`src/rtl/gpio_bank_pkg.sv`:
```
package gpio_bank_pkg;

    localparam int BANK_ADDR_W = 6;
    localparam int REG_IDX_W   = BANK_ADDR_W - 2;

    // Word index of each register; the index sets the software-visible offset.
    typedef enum logic [REG_IDX_W-1:0] {
        RI_DOUT   = 4'd0,
        RI_DIR    = 4'd1,
        RI_BLINK  = 4'd2,
        RI_POL    = 4'd3,
        RI_DIN    = 4'd4,
        RI_ECAUSE = 4'd5,
        RI_EMASK  = 4'd6,
        RI_LMASK  = 4'd7,
        RI_BSEL   = 4'd8
    } reg_idx_e;

endpackage

```
`src/rtl/gpio_line_sense.sv`:
```
module gpio_line_sense #(
    parameter int LINES       = 32,
    parameter int SYNC_STAGES = 2
) (
    input  logic             clk,
    input  logic             rst_n,
    input  logic [LINES-1:0] pin_in,
    input  logic [LINES-1:0] pol_q,
    output logic [LINES-1:0] data_in,
    output logic [LINES-1:0] edge_evt
);

    logic [SYNC_STAGES-1:0][LINES-1:0] sync_q;
    logic [LINES-1:0]                  prev_q;

    always_ff @(posedge clk or negedge rst_n) begin
        if (!rst_n) begin
            sync_q <= '0;
            prev_q <= '0;
        end else begin
            sync_q[0] <= pin_in;
            for (int s = 1; s < SYNC_STAGES; s++) begin
                sync_q[s] <= sync_q[s-1];
            end
            prev_q <= data_in;
        end
    end

    // Polarity is applied after the synchronizer, so it affects both interrupt paths.
    assign data_in  = sync_q[SYNC_STAGES-1] ^ pol_q;
    assign edge_evt = data_in & ~prev_q;

endmodule

```
`src/rtl/gpio_bank_regs.sv`:
```
module gpio_bank_regs
    import gpio_bank_pkg::*;
#(
    parameter int               LINES   = 32,
    parameter logic [LINES-1:0] DIR_RST = '1
) (
    input  logic                   clk,
    input  logic                   rst_n,
    input  logic                   bus_valid,
    input  logic                   bus_write,
    input  logic [BANK_ADDR_W-1:0] bus_addr,
    input  logic [LINES-1:0]       bus_wdata,
    output logic [LINES-1:0]       bus_rdata,
    input  logic [LINES-1:0]       data_in,
    input  logic [LINES-1:0]       edge_evt,
    output logic [LINES-1:0]       dout_q,
    output logic [LINES-1:0]       dir_q,
    output logic [LINES-1:0]       blink_q,
    output logic [LINES-1:0]       pol_q,
    output logic [LINES-1:0]       ecause_q,
    output logic [LINES-1:0]       emask_q,
    output logic [LINES-1:0]       lmask_q,
    output logic [LINES-1:0]       bsel_q
);

    reg_idx_e         idx;
    logic             aligned;
    logic             wr_hit;
    logic             rd_hit;
    logic [LINES-1:0] keep_mask;
    logic [LINES-1:0] rd_mux;

    assign idx     = reg_idx_e'(bus_addr[BANK_ADDR_W-1:2]);
    assign aligned = (bus_addr[1:0] == 2'b00);
    assign wr_hit  = bus_valid && bus_write && aligned;
    assign rd_hit  = bus_valid && !bus_write && aligned;

    // A zero written to a cause bit clears it; ones keep it unchanged.
    assign keep_mask = (wr_hit && idx == RI_ECAUSE) ? bus_wdata : '1;

    always_comb begin
        case (idx)
            RI_DOUT:   rd_mux = dout_q;
            RI_DIR:    rd_mux = dir_q;
            RI_BLINK:  rd_mux = blink_q;
            RI_POL:    rd_mux = pol_q;
            RI_DIN:    rd_mux = data_in;
            RI_ECAUSE: rd_mux = ecause_q;
            RI_EMASK:  rd_mux = emask_q;
            RI_LMASK:  rd_mux = lmask_q;
            RI_BSEL:   rd_mux = bsel_q;
            default:   rd_mux = '0;
        endcase
    end

    always_ff @(posedge clk or negedge rst_n) begin
        if (!rst_n) begin
            dout_q  <= '0;
            dir_q   <= DIR_RST;
            blink_q <= '0;
            pol_q   <= '0;
            emask_q <= '0;
            lmask_q <= '0;
            bsel_q  <= '0;
        end else if (wr_hit) begin
            case (idx)
                RI_DOUT:  dout_q  <= bus_wdata;
                RI_DIR:   dir_q   <= bus_wdata;
                RI_BLINK: blink_q <= bus_wdata;
                RI_POL:   pol_q   <= bus_wdata;
                RI_EMASK: emask_q <= bus_wdata;
                RI_LMASK: lmask_q <= bus_wdata;
                RI_BSEL:  bsel_q  <= bus_wdata;
                default:  ;
            endcase
        end
    end

    // A new edge is ORed in after the clear, so it wins over a same-cycle clear.
    always_ff @(posedge clk or negedge rst_n) begin
        if (!rst_n) begin
            ecause_q <= '0;
        end else begin
            ecause_q <= (ecause_q & keep_mask) | edge_evt;
        end
    end

    always_ff @(posedge clk or negedge rst_n) begin
        if (!rst_n) begin
            bus_rdata <= '0;
        end else if (rd_hit) begin
            bus_rdata <= rd_mux;
        end
    end

endmodule

```
`src/rtl/gpio_pin_drive.sv`:
```
module gpio_pin_drive #(
    parameter int LINES = 32
) (
    input  logic [LINES-1:0] dout_q,
    input  logic [LINES-1:0] dir_q,
    input  logic [LINES-1:0] blink_q,
    input  logic [LINES-1:0] bsel_q,
    input  logic             blink_a,
    input  logic             blink_b,
    output logic [LINES-1:0] pin_out,
    output logic [LINES-1:0] pin_oe
);

    for (genvar i = 0; i < LINES; i++) begin : g_line
        logic wave;
        assign wave       = bsel_q[i] ? blink_b : blink_a;
        assign pin_out[i] = blink_q[i] ? wave : dout_q[i];
        assign pin_oe[i]  = ~dir_q[i];
    end

endmodule

```
`src/rtl/gpio_irq_group.sv`:
```
module gpio_irq_group #(
    parameter int LINES = 32,
    parameter int GROUP = 8,
    localparam int NGROUP = LINES / GROUP
) (
    input  logic [LINES-1:0]  data_in,
    input  logic [LINES-1:0]  ecause_q,
    input  logic [LINES-1:0]  emask_q,
    input  logic [LINES-1:0]  lmask_q,
    output logic [NGROUP-1:0] irq_group
);

    logic [LINES-1:0] line_cause;

    assign line_cause = (data_in & lmask_q) | (ecause_q & emask_q);

    for (genvar g = 0; g < NGROUP; g++) begin : g_grp
        assign irq_group[g] = |line_cause[g*GROUP +: GROUP];
    end

endmodule

```
`src/rtl/gpio_irq_bank.sv`:
```
module gpio_irq_bank
    import gpio_bank_pkg::*;
#(
    parameter int LINES       = 32,
    parameter int GROUP       = 8,
    parameter int SYNC_STAGES = 2,
    localparam int NGROUP     = LINES / GROUP
) (
    input  logic                   clk,
    input  logic                   rst_n,
    input  logic                   bus_valid,
    input  logic                   bus_write,
    input  logic [BANK_ADDR_W-1:0] bus_addr,
    input  logic [LINES-1:0]       bus_wdata,
    output logic [LINES-1:0]       bus_rdata,
    input  logic [LINES-1:0]       pin_in,
    output logic [LINES-1:0]       pin_out,
    output logic [LINES-1:0]       pin_oe,
    input  logic                   blink_a,
    input  logic                   blink_b,
    output logic [NGROUP-1:0]      irq_group
);

    logic [LINES-1:0] data_in;
    logic [LINES-1:0] edge_evt;
    logic [LINES-1:0] dout_q;
    logic [LINES-1:0] dir_q;
    logic [LINES-1:0] blink_q;
    logic [LINES-1:0] pol_q;
    logic [LINES-1:0] ecause_q;
    logic [LINES-1:0] emask_q;
    logic [LINES-1:0] lmask_q;
    logic [LINES-1:0] bsel_q;

    gpio_line_sense #(.LINES(LINES), .SYNC_STAGES(SYNC_STAGES)) u_sense (
        .clk      (clk),
        .rst_n    (rst_n),
        .pin_in   (pin_in),
        .pol_q    (pol_q),
        .data_in  (data_in),
        .edge_evt (edge_evt)
    );

    gpio_bank_regs #(.LINES(LINES)) u_regs (
        .clk       (clk),
        .rst_n     (rst_n),
        .bus_valid (bus_valid),
        .bus_write (bus_write),
        .bus_addr  (bus_addr),
        .bus_wdata (bus_wdata),
        .bus_rdata (bus_rdata),
        .data_in   (data_in),
        .edge_evt  (edge_evt),
        .dout_q    (dout_q),
        .dir_q     (dir_q),
        .blink_q   (blink_q),
        .pol_q     (pol_q),
        .ecause_q  (ecause_q),
        .emask_q   (emask_q),
        .lmask_q   (lmask_q),
        .bsel_q    (bsel_q)
    );

    gpio_pin_drive #(.LINES(LINES)) u_drive (
        .dout_q  (dout_q),
        .dir_q   (dir_q),
        .blink_q (blink_q),
        .bsel_q  (bsel_q),
        .blink_a (blink_a),
        .blink_b (blink_b),
        .pin_out (pin_out),
        .pin_oe  (pin_oe)
    );

    gpio_irq_group #(.LINES(LINES), .GROUP(GROUP)) u_irq (
        .data_in   (data_in),
        .ecause_q  (ecause_q),
        .emask_q   (emask_q),
        .lmask_q   (lmask_q),
        .irq_group (irq_group)
    );

endmodule

```
`config.mk`:
```
export PLATFORM = sky130hd
export DESIGN_NAME = gpio_irq_bank
export DESIGN_NICKNAME = d
export VERILOG_FILES = /design/src/rtl/gpio_bank_pkg.sv /design/src/rtl/gpio_line_sense.sv /design/src/rtl/gpio_bank_regs.sv /design/src/rtl/gpio_pin_drive.sv /design/src/rtl/gpio_irq_group.sv /design/src/rtl/gpio_irq_bank.sv
export SDC_FILE = /design/constraint.sdc
export NUM_CORES = 1
export LEC_CHECK = 0
export BUFFER_PORTS_ARGS = -buffer_cell sky130_fd_sc_hd__buf_4
export CAP_MARGIN = 0
export CORE_ASPECT_RATIO = 0.9
export CORE_UTILIZATION = 35
export CTS_CLUSTER_SIZE = 40
export DETAILED_ROUTE_END_ITERATION = 12
export PLACE_DENSITY_LB_ADDON = 0.2
export REMOVE_ABC_BUFFERS = 1
export SETUP_SLACK_MARGIN = 0.2
export SYNTH_ARGS = -nofsm -noshare
export SYNTH_HDL_FRONTEND = slang
export SYNTH_SLANG_ARGS = --single-unit
```
`constraint.sdc`:
```
create_clock -name clk -period 1.4 [get_ports clk]
set_input_delay 0 -clock clk [delete_from_list [all_inputs] [get_ports clk]]
set_output_delay 0 -clock clk [all_outputs]
set_load 0.02 [all_outputs]
```
==> results.yml, run 1 <==
status:
  run_status: "finished with violations"
  failing_checks: "negative hold slack, negative setup slack"
logic_synthesis:
  post-synth-top-area-fraction_pct: 52.1
  synth-seq-area-share_pct: 57.1
  dominantRegCellSynth: "sky130_fd_sc_hd__dfrtp_1"
  syn-mean-instance-area_um2: 12.6
  synth.cell_area_um2: 16900
  postSynthRegisterBits: 384
  netlist_top_cells_count: "352 x sky130_fd_sc_hd__dfrtp_1, 189 x sky130_fd_sc_hd__mux2_2, 80 x sky130_fd_sc_hd__o21ai_0, 71 x sky130_fd_sc_hd__nor2_1, 67 x sky130_fd_sc_hd__inv_1"
  yosysMostFrequentCell: "sky130_fd_sc_hd__dfrtp_1"
  yosysWarnings: 0
  synth_cell_types: 60
  post_synthesis_async_set_or_reset_flop_share_pct: 100
  yosys-top-cells-area: "sky130_fd_sc_hd__dfrtp_1 52%, sky130_fd_sc_hd__mux2_2 13%, sky130_fd_sc_hd__dfstp_2 5.0%"
  synthesis.instances: 1338
  synth_enable_flop_cells: 0
  netlist.top_cell.by_area: "sky130_fd_sc_hd__dfrtp_1"
placed_design:
  numPlacedInstances: 2289
  detailedPlace.worstSlack_ps: -313
  gp_routability_congestion: 0.866
  detailedPlacementHpwl_um: 40500
  place.port_buffers: 175
  place_area_um2: 20600
global_route:
  met1_usage_pct: 34.2
  grt_use_total_pct: 24.4
  globalRoute.busiestLayer: "met2"
  pin_count_of_the_biggest_net_entering_global_routing: 56
  antenna_violations_before_repair: 0
  grt_use_met2_pct: 38.5
  global_route_wire_length_before_repair_um: 88500
  vias_in_the_first_global_route: 13904
  grt_remaining_overflow: 0
  grt_met3_use_pct: 3.61
timing:
  final-setup-viol-count: 36
  setup_tns_final_ps: -4470
  clock_skew_ps: 17.8
  timing.hold.ws_ps: -57.5
  drv_slew: 0
  timing.final.crit_period_ps: 2090
  slew_worst_pin_ps: 980
  grt_setup_unrepaired: "true"
  timing_hold_violations_final: 27
  timing.final.ws_setup_ps: -687
  maxSlewHeadroom_pct: 34.6
  max_freq_mhz: 479
  layout_worst_path_cycle_share_pct: 149
final_layout:
  num_antenna_cells: 0
  final-seq-area_um2: 9660
  post_layout_inst_area_um2: 24200
  layout-drive-gt1-share_pct: 49.1
  number_of_fill_cells: 4279
  multiInputGateArea_um2: 7220
  syn_to_final_growth_pct: 42.9
  final_cells: 2511
  final_util_pct: 50.6
  finalNetCount: 1929
worst_setup_path:
  critPathCaptureType: "primary output"
  crit_fanout: 2
  reg2regPathDepth: 6
  crit_path_required_time_ps: 1400
  setup.worst_path.start_class: "flip-flop"
  reg2reg_setup_slack_ps: -190
  timing_worst_setup_path_type: "reg2out"
  critPathArrivalTime_ps: 2090
route:
  drtIter0Drc: 905
  route.antenna.remaining_nets: 0
  detail_route.drc_violations: 0
  wl_cell_um: 23.7
  detailroute.via_count: 13284
  detail_route.first_pass.iterations: 7
  drt-vias-per-instance: 5.29
  postRouteWirelength_um: 59600
floorplan:
  floorplan.die.width_um: 234
  top_level_ports: 176
  core_um2: 47700
  number_of_cell_rows: 76
  initial_utilization_pct: 35.4
  fp.dieArea_um2: 49200
  dieHeight_um: 210
pwr:
  p_leak_nw: 11.2
  power_per_cell_area_nw_per_um2: 1210
  peak_ir_drop_on_the_vdd_network_v: 0.000940
  total_power_after_layout_mw: 29.2
clock_tree:
  cts.sink_count: 384
  clk-insertion-delay-late_ps: 580
  clk_buf_depth: 3
  clk_root_buffer_cell: "sky130_fd_sc_hd__clkbuf_16"
  cts_inserted_buffers: 44
  cts.htree.levels: 2
  clk_pin_slew_ps: 60
  post_cts_hold_buffer_count: 66
  cts_tree: "done"
hold_path:
  hp-class: "in2async"
flow_run:
  maxCapViolations: 0
## flip-flops by register name, summed over array words and instances (netlist names)
signal	count
u_regs.bus_rdata	32
u_sense.sync_q	64
u_regs.ecause_q	32
u_regs.blink_q	32
u_regs.lmask_q	32
u_sense.prev_q	32
u_regs.bsel_q	32
u_regs.dout_q	32
u_regs.pol_q	32
u_regs.dir_q	32
u_regs.emask_q	32
## power by group
group / total, mW / leakage [nW] / switching, mW / internal (mW)
combinational: 5.40 / 5.81 / 2.70 / 2.70
clock: 11.0 / 0.653 / 4.58 / 6.41
sequential: 12.8 / 4.75 / 0.719 / 12.1
## layout make-up
| cell class | count | area share (%) |
|---|---|---|
| multi-input combinational | 809 | 29.9 |
| timing repair buffer | 546 | 20.2 |
| clock buffer | 77 | 5.50 |
| sequential | 384 | 40.0 |
| inverter | 68 | 1.06 |
| tap | 624 | 3.23 |
| clock inverter | 3 | 0.145 |
## logic make-up after synthesis
| kind of cell | share of synthesized area [%] |
|---|---|
| AND/OR/NAND/NOR | 4.70 |
| multiplexers | 19.1 |
| XOR/XNOR | 1.66 |
| buffers and inverters | 3.98 |
| AO/OA/AOI/OAI | 13.5 |
| flip-flops | 57.1 |
## worst max-delay path, cell delays in order, from the launching register on
cell	delay, ps
sky130_fd_sc_hd__dfrtp_1	380
sky130_fd_sc_hd__a22o_1	260
sky130_fd_sc_hd__a221oi_2	200
sky130_fd_sc_hd__nand4_1	140
sky130_fd_sc_hd__a221oi_2	230
sky130_fd_sc_hd__nand3_2	150
sky130_fd_sc_hd__buf_6	160
## worst paths after layout
kind	endpoint	start
hold / removal	u_sense.prev_q[2]	rst_n
min in group clk	u_regs.bus_rdata[3]	bus_addr[1]
setup reg to reg	u_regs.bus_rdata[7]	u_regs.ecause_q[7]
hold reg to reg	u_sense.sync_q[32]	u_sense.sync_q[0]
max in group asynchronous	u_regs.dir_q[28]	rst_n
setup / recovery	irq_group[0]	u_regs.ecause_q[7]
## layout by cell type, fill, tap and decap left out, types with 7 or more instances in the layout
cell and count:
sky130_fd_sc_hd__xor2_2 13, sky130_fd_sc_hd__buf_4 381, sky130_fd_sc_hd__inv_2 36, sky130_fd_sc_hd__a32oi_1 8, sky130_fd_sc_hd__nand2_1 33, sky130_fd_sc_hd__mux2_1 48
sky130_fd_sc_hd__buf_6 71, sky130_fd_sc_hd__nand2b_1 12, sky130_fd_sc_hd__dfstp_2 32, sky130_fd_sc_hd__a21oi_2 22, sky130_fd_sc_hd__a22o_1 17, sky130_fd_sc_hd__dfrtp_1 346
sky130_fd_sc_hd__buf_12 27, sky130_fd_sc_hd__a21o_1 8, sky130_fd_sc_hd__xnor2_2 9, sky130_fd_sc_hd__mux2_4 7, sky130_fd_sc_hd__inv_1 32, sky130_fd_sc_hd__o21ai_0 66
sky130_fd_sc_hd__mux2_2 182, sky130_fd_sc_hd__xor2_1 8, sky130_fd_sc_hd__a21oi_1 39, sky130_fd_sc_hd__a22oi_2 15, sky130_fd_sc_hd__a222oi_1 14, sky130_fd_sc_hd__a221o_1 11
sky130_fd_sc_hd__o21ai_1 14, sky130_fd_sc_hd__a22oi_1 38, sky130_fd_sc_hd__o22ai_1 12, sky130_fd_sc_hd__clkbuf_1 25, sky130_fd_sc_hd__dlygate4sd3_1 65, sky130_fd_sc_hd__clkbuf_16 46
sky130_fd_sc_hd__nor2_1 67, sky130_fd_sc_hd__a221oi_2 16, sky130_fd_sc_hd__mux2i_1 47
## metal layers
metal  up-vias  wire length [um]  part of all wire [%]
met1      6844             26900                    45
met2       414             27800                    47
met4         0              1790                   3.0
met3       102              3130                   5.3
met5         -                 0                     0
li1       5924                 -                     -
## timing repair
| item | 4_1_cts | 5_1_grt |
|---|---|---|
| hold endpoints to repair | 644 | 27 |
| setup buffers | 65 | 11 |
| gates resized for setup | 182 | 65 |
| endpoints found under the setup margin | 107 | 112 |
| pin swaps | 76 | 47 |
(Power assumes the default switching activity.)
==> run 2: changes to the inputs <==
Settings changed: SYNTH_HIERARCHICAL set to 1.
==> results.yml, run 2 <==
logic_synthesis:
  syn-mean-instance-area_um2: 13.4
  synth.cell_area_um2: 17600
  synth_enable_flop_cells: 0
  synthesis.instances: 1313
  combinational_family_with_the_most_area_after_synthesis: "multiplexers"
  dominantRegCellSynth: "sky130_fd_sc_hd__dfrtp_1"
  postSynthRegisterBits: 384
  yosysWarnings: 6
  post_synth_xor_area_fraction_pct: 1.59
  synth-simple-area-share_pct: 6.35
  yosysMostFrequentCell: "sky130_fd_sc_hd__dfrtp_1"
  post_synthesis_async_set_or_reset_flop_share_pct: 100
  yosys.area_share.adder_pct: 0
  yosys-top-cells-area: "sky130_fd_sc_hd__dfrtp_1 50%, sky130_fd_sc_hd__mux2_4 9.2%, sky130_fd_sc_hd__mux2_2 6.9%"
  post-synth-top-area-fraction_pct: 50.0
  netlist_top_cells_count: "352 x sky130_fd_sc_hd__dfrtp_1, 108 x sky130_fd_sc_hd__mux2_2, 108 x sky130_fd_sc_hd__mux2_4, 87 x sky130_fd_sc_hd__a22oi_1, 65 x sky130_fd_sc_hd__nor2_1"
  synth_cell_types: 54
  synth_mux_area_share_pct: 20.6
  netlist.top_cell.by_area: "sky130_fd_sc_hd__dfrtp_1"
  synth-seq-area-share_pct: 54.7
  post_synthesis_compound_gate_area_fraction_pct: 12.7
worst_setup_path:
  startpoint_of_the_lowest_slack_register_to_register_path: "u_sense/sync_q[62]"
  setup.worst_path.start_class: "flip-flop"
  reg2reg_setup_slack_ps: -230
  crit_path_required_time_ps: 1400
  timing.rr.end: "u_regs/bus_rdata[30]"
  reg2regPathDepth: 7
  critPathCaptureType: "primary output"
  critPathArrivalTime_ps: 2080
  timing_worst_setup_path_type: "reg2out"
  cp-startpoint: "u_sense/sync_q[38]"
  crit_fanout: 2
  capture_point_of_the_worst_path: "irq_group[0]"
timing:
  layout_worst_path_cycle_share_pct: 148
  slew_worst_pin_ps: 1050
  max_freq_mhz: 481
  timing.final.crit_period_ps: 2080
  timing.hold.ws_ps: -61.7
  clock_skew_ps: 20.3
  final-setup-viol-count: 43
  timing_hold_violations_final: 17
  timing.final.ws_setup_ps: -677
  grt_setup_unrepaired: "true"
  drv_slew: 0
  maxSlewHeadroom_pct: 30.0
final_layout:
  final_cell_mix: "348 x sky130_fd_sc_hd__dfrtp_1, 332 x sky130_fd_sc_hd__buf_4, 108 x sky130_fd_sc_hd__mux2_2, 108 x sky130_fd_sc_hd__mux2_4, 71 x sky130_fd_sc_hd__a22oi_1"
  most_frequent_standard_cell_in_the_layout_excluding_fill_and_tap_cells: "sky130_fd_sc_hd__dfrtp_1"
  finalNetCount: 1841
  post_layout_inst_area_um2: 24400
  final-seq-area_um2: 9650
  max_flop_register: "u_sense/sync_q"
  number_of_fill_cells: 4345
  layout-drive-gt1-share_pct: 52.2
  syn_to_final_growth_pct: 38.2
  flip_flop_count_of_the_largest_register_all_copies_and_words_added: 64
  multiInputGateArea_um2: 7820
global_route:
  antenna_violations_before_repair: 1
  pin_count_of_the_biggest_net_entering_global_routing: 62
  vias_in_the_first_global_route: 13483
  grt_remaining_overflow: 0
  global_route_wire_length_before_repair_um: 89600
  grt_use_total_pct: 23.7
placed_design:
  place_area_um2: 21000
  detailedPlace.worstSlack_ps: -429
  detailedPlacementHpwl_um: 40100
  gp_routability_congestion: 0.829
  place.port_buffers: 175
floorplan:
  dieHeight_um: 215
  initial_utilization_pct: 35.7
  top_level_ports: 176
  core_um2: 49400
  fp.dieArea_um2: 51300
  floorplan.die.width_um: 239
  number_of_cell_rows: 77
clock_tree:
  post_cts_hold_buffer_count: 67
  clk_root_buffer_cell: "sky130_fd_sc_hd__clkbuf_16"
  cts.htree.levels: 2
  cts_inserted_buffers: 43
  clk_pin_slew_ps: 60
  clk_buf_depth: 3
  cts_tree: "done"
  clk-insertion-delay-late_ps: 580
  cts.sink_count: 384
flow_run:
  maxCapViolations: 0
pwr:
  peak_ir_drop_on_the_vdd_network_v: 0.000886
  p_leak_nw: 11.4
  power_per_cell_area_nw_per_um2: 1210
route:
  detailroute.via_count: 12895
  route.antenna.remaining_nets: 0
  detail_route.first_pass.iterations: 5
  detail_route.drc_violations: 0
  postRouteWirelength_um: 59600
  wl_cell_um: 24.1
  drtIter0Drc: 890
  drt-vias-per-instance: 5.22
status:
  failing_checks: "negative hold slack, negative setup slack"
  run_status: "finished with violations"
hold_path:
  hp-class: "in2async"
## run 2: area by class of cell
cell class	instances	area share, %
Clock inverter	14	0.606
Clock buffer	65	5.26
Multi-Input combinational cell	816	32.1
Sequential cell	384	39.6
Antenna cell	1	0.0103
Timing Repair Buffer	487	18.4
Inverter	33	0.508
Tap cell	671	3.45
## run 2: per-stage QoR
step / std cells / hold WS, ps / power (mW) / utilization (%) / TNS (ps)
after floorplan: 1232 / -296 / 14.9 / - / -112300
after global placement: 2256 / -55.6 / 17.4 / 42.5 / -48020
after detailed placement: 2256 / -65.2 / 17.5 / 42.5 / -51260
after CTS: 2462 / 48.1 / 29.7 / 48.8 / -9280
after global routing: 2470 / -42.6 / 30.7 / 49.3 / -8200
final: 2471 / -61.7 / 29.6 / 49.3 / -4490
## run 2: per-layer routing
metal / routed length, um / vias to the layer above / part of all wire [%] / GRT usage [%]
met1: 27200 / 6697 / 46 / 33.7
met4: 1350 / 0 / 2.3 / 6.90
li1: - / 5696 / - / -
met5: 0 / - / 0 / 0
met2: 27300 / 421 / 46 / 36.6
met3: 3720 / 81 / 6.3 / 4.68
## run 2: worst min-delay path by stage
stage,from,end,slack (ps)
4_1_cts,pin_in[10],u_sense/sync_q[10],50
2_1_floorplan,rst_n,u_regs/blink_q[0],-300
6_report,rst_n,u_regs/bus_rdata[6],-60
3_5_place_dp,rst_n,u_sense/sync_q[38],-70
3_3_place_gp,rst_n,u_sense/sync_q[38],-60
5_1_grt,rst_n,u_sense/sync_q[38],-40
## run 2: kinds of logic after synthesis
family	after synthesis
mux	291
simple gates	187
compound gates	305
xor+xnor	32
buf+inv	114
flops	384
## run 2: critical path, cell delays in order, from the launching register on
cell and delay [ps]:
sky130_fd_sc_hd__dfrtp_1 400, sky130_fd_sc_hd__xor2_2 190, sky130_fd_sc_hd__a22o_1 260, sky130_fd_sc_hd__a221oi_2 240
sky130_fd_sc_hd__nand4_1 190, sky130_fd_sc_hd__buf_4 200
## run 2: where the power goes
part           leakage [nW]  switching [mW]  internal [mW]
logic                  5.88            2.58           2.77
clock network         0.708            4.63           6.87
registers              4.78           0.706           12.0
## run 2: what timing repair did
item	CTS	global route
pin swaps	77	33
resized for setup	152	39
hold endpoints to repair	661	17
endpoints found under the setup margin	125	125
setup buffers	59	9
gates cloned	1	0
==> run 3: changes to the inputs <==
Settings changed: CORE_MARGIN set to 2.
==> results.yml, run 3 (synthesized netlist as in run 2, its figures left out) <==
final_layout:
  final-seq-area_um2: 9660
  most_frequent_standard_cell_in_the_layout_excluding_fill_and_tap_cells: "sky130_fd_sc_hd__dfrtp_1"
  multiInputGateArea_um2: 7940
  number_of_fill_cells: 4456
  final_cell_mix: "347 x sky130_fd_sc_hd__dfrtp_1, 317 x sky130_fd_sc_hd__buf_4, 109 x sky130_fd_sc_hd__mux2_4"
  syn_to_final_growth_pct: 39.3
  flip_flop_count_of_the_largest_register_all_copies_and_words_added: 64
  num_antenna_cells: 0
  final_cells: 2476
  layout-drive-gt1-share_pct: 52.2
  max_flop_register: "u_sense/sync_q"
  finalNetCount: 1840
timing:
  timing_hold_violations_final: 0
  clock_skew_ps: 7.28
  drv_slew: 0
  slew_worst_pin_ps: 941
  layout_worst_path_cycle_share_pct: 152
  setup_tns_final_ps: -5590
  timing.final.crit_period_ps: 2130
  timing.final.ws_setup_ps: -732
  maxSlewHeadroom_pct: 37.0
  timing.hold.ws_ps: 63.8
  max_freq_mhz: 469
  grt_setup_unrepaired: "true"
  final-setup-viol-count: 61
global_route:
  antenna_violations_before_repair: 0
  globalRoute.busiestLayer: "met2"
  pin_count_of_the_biggest_net_entering_global_routing: 65
  grt_remaining_overflow: 0
  met1_usage_pct: 33.3
  grt_met3_use_pct: 4.29
  grt_use_met2_pct: 35.5
  grt_use_total_pct: 23.3
  vias_in_the_first_global_route: 13760
  global_route_wire_length_before_repair_um: 89400
pwr:
  clock_power_share_pct: 38.2
  cell_internal_pwr_mw: 21.5
  power.switching_fraction_pct: 27.0
  p_comb_share_pct: 18.5
  p_leak_nw: 11.4
  power_per_cell_area_nw_per_um2: 1200
  total_power_after_layout_mw: 29.5
  p_seq_share_pct: 43.3
  power_switching_mw: 7.94
  peak_ir_drop_on_the_vdd_network_v: 0.000824
route:
  detail_route.first_pass.iterations: 5
  detail_route.drc_violations: 0
  detailroute.via_count: 12993
  wl_cell_um: 24.4
  drtIter0Drc: 1032
  route.antenna.remaining_nets: 0
  drt-vias-per-instance: 5.25
  postRouteWirelength_um: 60400
placed_design:
  numPlacedInstances: 2263
  detailedPlacementHpwl_um: 41200
  place.port_buffers: 175
  gp_routability_congestion: 0.860
floorplan:
  initial_utilization_pct: 35.2
  floorplan.die.width_um: 241
  top_level_ports: 176
  dieHeight_um: 217
  core_um2: 50100
  number_of_cell_rows: 78
  fp.dieArea_um2: 52200
clock_tree:
  cts.sink_count: 384
  clk_pin_slew_ps: 60
  cts_inserted_buffers: 43
  clk-insertion-delay-late_ps: 560
  cts.htree.levels: 2
  clk_root_buffer_cell: "sky130_fd_sc_hd__clkbuf_16"
  cts_tree: "done"
  clk_buf_depth: 3
flow_run:
  maxCapViolations: 0
hold_path:
  hp-class: "in2reg"
worst_setup_path:
  crit_fanout: 4
  setup.worst_path.start_class: "flip-flop"
  crit_path_required_time_ps: 1400
  timing_worst_setup_path_type: "reg2out"
  critPathArrivalTime_ps: 2130
  critPathCaptureType: "primary output"
status:
  failing_checks: "negative setup slack"
  run_status: "finished with violations"
==> run 3: cell types whose count changed in the layout (fill, tap and decap cells not counted), moves of 4 or more <==
cell,change
sky130_fd_sc_hd__a2111oi_2,-4
sky130_fd_sc_hd__a22oi_1,+4
sky130_fd_sc_hd__a22oi_2,-4
sky130_fd_sc_hd__buf_12,+6
sky130_fd_sc_hd__buf_4,-15
sky130_fd_sc_hd__buf_6,+8
sky130_fd_sc_hd__clkbuf_1,+4
sky130_fd_sc_hd__clkbuf_8,+4
sky130_fd_sc_hd__clkinv_2,-7
sky130_fd_sc_hd__xor2_1,-5
==> run 3: per-layer routing <==
| metal | vias up | wire (um) |
|---|---|---|
| met5 | - | 0 |
| met4 | 0 | 1690 |
| met3 | 95 | 3930 |
| met2 | 468 | 27200 |
| met1 | 6744 | 27600 |
| li1 | 5686 | - |
==> run 3: path summary, 6_finish.rpt <==
path,start,end,slack (ps),cells past startpoint
min in group asynchronous,rst_n,u_sense/prev_q[25],90,3
setup reg to reg,u_sense/sync_q[57],u_regs/bus_rdata[25],-240,5
hold reg to reg,u_sense/sync_q[28],u_sense/sync_q[60],350,0
setup / recovery,u_regs/pol_q[29],irq_group[3],-730,5
max in group asynchronous,rst_n,u_regs/emask_q[27],-40,3
hold / removal,bus_addr[5],u_regs/bus_rdata[26],60,5
==> run 3: cell type report <==
type                       count  share of cell area, %
inverter                      33                  0.515
tap                          680                   3.46
multi-input combinational    815                   32.3
clock inverter                 6                  0.341
clock buffer                  71                   5.30
timing repair buffer         487                   18.7
sequential                   384                   39.3
==> run 3: power by group through the flow <==
stage          clock network, mW  registers [mW]  logic [mW]
2_1_floorplan                  0            12.7        2.18
4_1_cts                     11.5            12.7        5.31
3_3_place_gp                   0            12.9        4.58
3_5_place_dp                   0            12.9        4.63
5_1_grt                     12.0            12.8        5.82
6_report                    11.3            12.8        5.46
==> run 3: timing repair <==
action / 4_1_cts / 5_1_grt
hold buffers: 67 / 1
pin swaps: 80 / 27
endpoints found under the setup margin: 111 / 154
hold endpoints to repair: 668 / 17
buffers inserted: 51 / 18
resized for setup: 169 / 45
==> run 3: per-stage QoR <==
stage	worst slack, ps	utilization (%)	area [um2]
floorplan	-1350	-	17000
global placement	-420	42.1	21100
detailed placement	-418	42.1	21100
CTS	-766	48.3	24200
global route	-786	49.0	24600
finish	-732	49.0	24600
==> run 3: worst max-delay path, cell delays in order (launching register included) <==
cell and delay [ps]:
sky130_fd_sc_hd__dfrtp_1 410, sky130_fd_sc_hd__xor2_2 210, sky130_fd_sc_hd__a22o_1 250, sky130_fd_sc_hd__a221oi_2 210, sky130_fd_sc_hd__nand4_1 270, sky130_fd_sc_hd__buf_6 220
